### src/rtl/mbox_pkg.sv
package mbox_pkg;
  localparam int DATA_W   = 8;
  localparam int REQ_BIT  = 0;
  localparam int LOAD_BIT = 1;

  typedef enum logic [1:0] {
    SEL_PTR  = 2'd0,
    SEL_DATA = 2'd1,
    SEL_STAT = 2'd2
  } hostSel_e;

  typedef struct packed {
    logic ptrLoad;
    logic dataWr;
    logic dataRd;
  } dpStrobe_t;
endpackage

### src/rtl/mbox_ctrl.sv
module mbox_ctrl
  import mbox_pkg::*;
(
  input  logic       clk,
  input  logic       rst_n,
  input  logic [1:0] hostSel,
  input  logic       hostWr,
  input  logic       hostRd,
  input  logic       reqIn,
  input  logic       loadIn,
  input  logic       apDone,
  output dpStrobe_t  strobes,
  output logic       reqPend,
  output logic       apStart
);
  logic reqPendD;
  logic statWr;

  assign statWr          = hostWr && (hostSel == SEL_STAT);
  assign strobes.ptrLoad = hostWr && (hostSel == SEL_PTR);
  assign strobes.dataWr  = hostWr && (hostSel == SEL_DATA);
  assign strobes.dataRd  = hostRd && !hostWr && (hostSel == SEL_DATA);

  always_ff @(posedge clk) begin
    if (!rst_n) begin
      reqPend  <= 1'b0;
      reqPendD <= 1'b0;
    end else begin
      reqPendD <= reqPend;
      if (apDone)
        reqPend <= 1'b0;
      else if (statWr && loadIn)
        reqPend <= reqIn;
    end
  end

  assign apStart = reqPend && !reqPendD;

  // pulse lasts one cycle and only while a request is pending
  p_start_single_r7: assert property (@(posedge clk) disable iff (!rst_n)
    apStart |=> !apStart);
  p_start_pending_r7: assert property (@(posedge clk) disable iff (!rst_n)
    apStart |-> reqPend);
  // completion always wins
  p_done_clears_r8: assert property (@(posedge clk) disable iff (!rst_n)
    apDone |=> !reqPend);
  // no load-enable, no change
  p_guarded_hold_r5: assert property (@(posedge clk) disable iff (!rst_n)
    (!apDone && !(statWr && loadIn)) |=> $stable(reqPend));
endmodule

### src/rtl/mbox_dpath.sv
module mbox_dpath
  import mbox_pkg::*;
#(
  parameter int DEPTH = 64,
  localparam int AW = $clog2(DEPTH)
) (
  input  logic              clk,
  input  logic              rst_n,
  input  dpStrobe_t         strobes,
  input  logic [1:0]        hostSel,
  input  logic [DATA_W-1:0] hostWdata,
  input  logic              reqPend,
  output logic [DATA_W-1:0] hostRdata,
  input  logic [AW-1:0]     apAddr,
  input  logic              apWe,
  input  logic [DATA_W-1:0] apWdata,
  output logic [DATA_W-1:0] apRdata
);
  logic [AW-1:0]     ptr;
  logic [DATA_W-1:0] mem [DEPTH];
  logic              clash;

  assign clash = apWe && (apAddr == ptr);

  always_ff @(posedge clk) begin
    if (!rst_n)
      ptr <= '0;
    else if (strobes.ptrLoad)
      ptr <= hostWdata[AW-1:0];
    else if (strobes.dataWr || strobes.dataRd)
      ptr <= ptr + AW'(1);
  end

  always_ff @(posedge clk) begin
    if (strobes.dataWr && !clash)
      mem[ptr] <= hostWdata;
    if (apWe)
      mem[apAddr] <= apWdata;
  end

  always_comb begin
    unique case (hostSel)
      SEL_PTR:  hostRdata = {{(DATA_W-AW){1'b0}}, ptr};
      SEL_DATA: hostRdata = mem[ptr];
      SEL_STAT: hostRdata = DATA_W'(reqPend) << REQ_BIT;
      default:  hostRdata = '0;
    endcase
  end

  assign apRdata = mem[apAddr];

  // data access steps the pointer modulo depth
  p_ptr_step_r2: assert property (@(posedge clk) disable iff (!rst_n)
    (strobes.dataWr || strobes.dataRd) |=> ptr == $past(ptr) + AW'(1));
  // pointer load
  p_ptr_load_r3: assert property (@(posedge clk) disable iff (!rst_n)
    strobes.ptrLoad |=> ptr == $past(hostWdata[AW-1:0]));
  // host byte lands at old pointer
  p_host_store_r2: assert property (@(posedge clk) disable iff (!rst_n)
    (strobes.dataWr && !clash) |=> mem[$past(ptr)] == $past(hostWdata));
  // processor byte wins
  p_ap_store_r10: assert property (@(posedge clk) disable iff (!rst_n)
    apWe |=> mem[$past(apAddr)] == $past(apWdata));
endmodule

### src/rtl/cmd_mailbox.sv
module cmd_mailbox
  import mbox_pkg::*;
#(
  parameter int DEPTH = 64,
  localparam int AW = $clog2(DEPTH)
) (
  input  logic              clk,
  input  logic              rst_n,
  input  logic [1:0]        hostSel,
  input  logic              hostWr,
  input  logic              hostRd,
  input  logic [DATA_W-1:0] hostWdata,
  output logic [DATA_W-1:0] hostRdata,
  output logic              apStart,
  input  logic [AW-1:0]     apAddr,
  input  logic              apWe,
  input  logic [DATA_W-1:0] apWdata,
  output logic [DATA_W-1:0] apRdata,
  input  logic              apDone,
  output logic              reqPending
);
  dpStrobe_t strobes;

  mbox_ctrl u_ctrl (
    .clk(clk), .rst_n(rst_n), .hostSel(hostSel), .hostWr(hostWr), .hostRd(hostRd),
    .reqIn(hostWdata[REQ_BIT]), .loadIn(hostWdata[LOAD_BIT]), .apDone(apDone),
    .strobes(strobes), .reqPend(reqPending), .apStart(apStart)
  );

  mbox_dpath #(.DEPTH(DEPTH)) u_dpath (
    .clk(clk), .rst_n(rst_n), .strobes(strobes), .hostSel(hostSel),
    .hostWdata(hostWdata), .reqPend(reqPending), .hostRdata(hostRdata),
    .apAddr(apAddr), .apWe(apWe), .apWdata(apWdata), .apRdata(apRdata)
  );
endmodule

### config.mk
export PLATFORM = sky130hd
export DESIGN_NAME = cmd_mailbox
export DESIGN_NICKNAME = d
export VERILOG_FILES = /design/src/rtl/mbox_pkg.sv /design/src/rtl/mbox_ctrl.sv /design/src/rtl/mbox_dpath.sv /design/src/rtl/cmd_mailbox.sv
export SDC_FILE = /design/constraint.sdc
export NUM_CORES = 1
export LEC_CHECK = 0
export BUFFER_PORTS_ARGS = -buffer_cell sky130_fd_sc_hd__buf_2
export CAP_MARGIN = 20
export CORE_MARGIN = 2
export CORE_UTILIZATION = 50
export DETAILED_ROUTE_END_ITERATION = 8
export PLACE_DENSITY = 0.74
export SLEW_MARGIN = 20
export SYNTH_ARGS = -nofsm -noshare
export SYNTH_HDL_FRONTEND = slang
export SYNTH_SLANG_ARGS = --single-unit
### constraint.sdc
create_clock -name clk -period 3.5 [get_ports clk]
set_clock_uncertainty 0.1 [all_clocks]
set_input_delay 0.35 -clock clk [delete_from_list [all_inputs] [get_ports clk]]
set_output_delay 0.35 -clock clk [all_outputs]
set_load 0.005 [all_outputs]
==> metrics.md <==
| Metric | Value |
|---|---|
| Synth Register Bits | `526` |
| Clock latency on the worst-skew pair | `~0.63 ns` |
| Pre-Repair DR Iteration Count | `9` |
| Slew Viols, Final | `0` |
| Post-Syn Instances | `about 2200` |
| Most frequent CP cell | `buf_12` |
| Fin crit share | `104.3%` |
| Syn_nets | `roughly 2200` |
| Hold Startpoint | `apWdata[1]` |
| Setup Crit Path Kind | `register to output port` |
| Largest area contributor in the netlist | `edfxtp_1` |
| Most common cell in the netlist | `mux2_2` |
| Clk slew on worst S/H paths | `around 0.07 ns` |
| Buf/Inv on CP | `4` |
| Crit path launch type | `register` |
| HPWL after DPL | `just under 80 mm` |
| RSZ-0062 raised after global routing | `true` |
| Floorplan core area | `approximately 63000 µm²` |
| Initial core utilization | `50.56%` |
| Clock sink total | `around 530` |
| Critical-path cell list | `buf_12, buf_8, buf_12, mux4_2, mux2i_1, o21ai_1, a21oi_2, nor2_2, a221o_1, buf_2` |
| Setup crit end kind | `output port` |
| GRT Resource Usage Total | `a little over a third` |
| Status | `finished with violations` |
| Max cap viols | `0` |
| CTS buffer count | `54` |
| Die X | `about 260 µm` |
| LEAKAGE | `11.97 nW` |
| Share of flip-flops with an asynchronous set or reset | `0%` |
| Post-Route WL | `116.8 mm` |
| Congestion Overflow GR | `0` |
| CTS tree | `yes` |
| Failing checks | `negative setup slack` |
| Synth top cells by count | `547 x mux2_2, 512 x edfxtp_1, 193 x mux4_2, 144 x clkbuf_1, 112 x mux2i_1` |
| Count of different cell masters after synthesis | `64` |
| Antenna violations before repair | `5` |
| Via-to-Cell Ratio | `about 7.4` |
| Post-route ant nets | `0` |
| Net count reported at finish | `2310` |
| Data arrival, critical path | `roughly 3.2 ns` |
| Drt wl/cell | `36.81 µm` |
| Setup ws final | `-0.1490 ns` |
| Overall power | `around 15 mW` |
| Die Area | `65820 µm²` |
| Final Util | `between 50 and 60%` |
| CP peak stage delay | `about 0.52 ns` |
| Worst Hold Class | `input port to register` |
| Post-Syn Area | `roughly 32000 µm²` |
| Share of post-route cells with drive strength above 1 | `about 52%` |
| Die Y | `between 200 and 300 µm` |
| Highest clock rate | `274.1 MHz` |
| Reg-to-reg startpoint | `u_dpath.ptr[2]` |
| Ys Warns | `0` |
| Vias | `23630` |
| Root buf cell | `clkbuf_16` |
| First-pass GRT wire length | `around 170 mm` |
| P&R area growth vs syn | `14.46%` |
| Top-area cell type share of the netlist area | `between 40% and 50%` |
| # DRC | `0` |
| Critical path's top delay family | `compound AO/OA/AOI/OAI gates` |
| Worst Tran Pin Value | `1.177 ns` |
| Minimum clock period | `around 3.6 ns` |
| I/O Buffers | `between 40 and 50` |
| DRC marker count from the first detailed-route iteration | `approximately 4200` |
| Gpl congestion | `~1.1` |
| Largest net degree at the start of global routing | `between 60 and 70` |
| Peak VDD IR | `roughly 0.39 mV` |
| Number of flops mapped to enable cells by yosys | `about 500` |
| Final hold viol count | `0` |
| CTS Buffer Depth | `3` |
| CTS H-tree lvls | `2` |
| Synth area leaders | `edfxtp_1 48%, mux2_2 19%, mux4_2 14%, mux2i_1 3.5%, clkbuf_1 1.7%` |
| Rows | `92` |
| Rel. slew slack | `a little over a fifth` |
| Vias in the first global route | `22860` |
| Seq/Total Area, Yosys | `49.09%` |
| Critical Path RT | `between 3 and 4 ns` |
| Pwr Density | `between 400 and 500 nW/µm²` |
| Fill count | `approximately 4900` |
| # IOs | `48` |
| Final setup viols | `10` |
| Main synth FF type | `edfxtp_1` |
| Critical path fanouts, max | `5` |
| Worst path slowest cell | `mux4_2` |
| Syn_area_per_cell | `around 15 µm²` |
power by group:
| part | leakage (nW) | total [mW] | switching [mW] | internal, mW |
|---|---|---|---|---|
| Clock | 0.871 | 6.04 | 2.63 | 3.41 |
| Combinational | 6.38 | 2.13 | 1.19 | 0.934 |
| Sequential | 4.72 | 7.00 | 0.0443 | 6.96 |
state kept, by name, summed over array words and instances (netlist names), named ones only:
register	count
u_dpath.mem	512
u_dpath.ptr	6
u_ctrl.reqPend	1
u_ctrl.reqPendD	1
path summary, 6_finish.rpt:
| check | cells after the start | slack [ns] | end |
|---|---|---|---|
| min reg2reg | 1 | 0.44 | u_ctrl.reqPendD |
| max reg2reg | 6 | 0.43 | u_dpath.mem[43][0] |
| min | 2 | 0.29 | u_dpath.mem[44][1] |
| max | 10 | -0.15 | hostRdata[2] |
cell usage in the layout (no fill, tap or decap), types with 14 or more instances in the layout:
cell	count
buf_2	45
nor2b_1	14
a21oi_1	31
o22ai_1	61
nor2_2	31
mux2_2	547
nor2_1	48
o21ai_0	63
clkbuf_16	57
a221oi_1	32
mux2i_1	91
nand2_1	60
a22oi_1	32
edfxtp_1	512
mux4_2	193
buf_12	26
nand2_2	17
buf_4	186
cell families (layout without fill, tap and decap cells):
family | count (synthesis) | after routing | share of synthesized area, %
simple gates | 250 | 250 | 4.186
mux | 854 | 854 | 36.53
compound gates | 300 | 300 | 6.356
fa+ha+maj | 1 | 1 | 0.03923
flops | 526 | 526 | 49.09
other cells | 0 | 2 | 0
xor+xnor | 6 | 6 | 0.1648
buf+inv | 247 | 388 | 3.637
metrics by stage:
stage               setup TNS, ns  setup WS, ns  cell area (µm²)  std cells  hold slack [ns]
floorplan                       0        0.8196            31890       2184           0.3261
global placement                0        0.1195            33830       3033           0.4025
detailed placement              0        0.1236            33840       3034           0.4179
CTS                       -0.2541      -0.06572            36350       3165           0.2536
global route              -0.7277       -0.1846            36500       3171           0.2933
finish                    -0.7595       -0.1490            36500       3173           0.2946
per-layer routing:
| metal | vias to the layer above | share of wire [%] | GRT usage, % |
|---|---|---|---|
| li1 | 9020 | - | - |
| met1 | 12050 | 36 | 46.95 |
| met2 | 2130 | 44 | 52.50 |
| met3 | 421 | 15 | 10.89 |
| met4 | 4 | 5.2 | 15.12 |
| met5 | - | 0.037 | 0 |
layout make-up:
cell class / instances / area [µm²] / share of cell area [%]
antenna: 2 / 5.005 / 0.01371
clock buffer: 64 / 1453 / 3.979
clock inverter: 38 / 347.8 / 0.9529
inverter: 2 / 7.507 / 0.02057
multi-input combinational: 1411 / 15350 / 42.05
sequential: 526 / 15660 / 42.91
tap: 846 / 1059 / 2.900
timing repair buffer: 284 / 2618 / 7.171
what timing repair did:
action | in CTS | in global routing
endpoints found under the hold margin | 11 | 0
hold buffers | 3 | 0
endpoints found under the setup margin | 9 | 10
buffers inserted | 17 | 5
gates resized for setup | 54 | 32
pin swaps | 15 | 14
cloned | 9 | 0
Power figures use the tool's default switching activity.
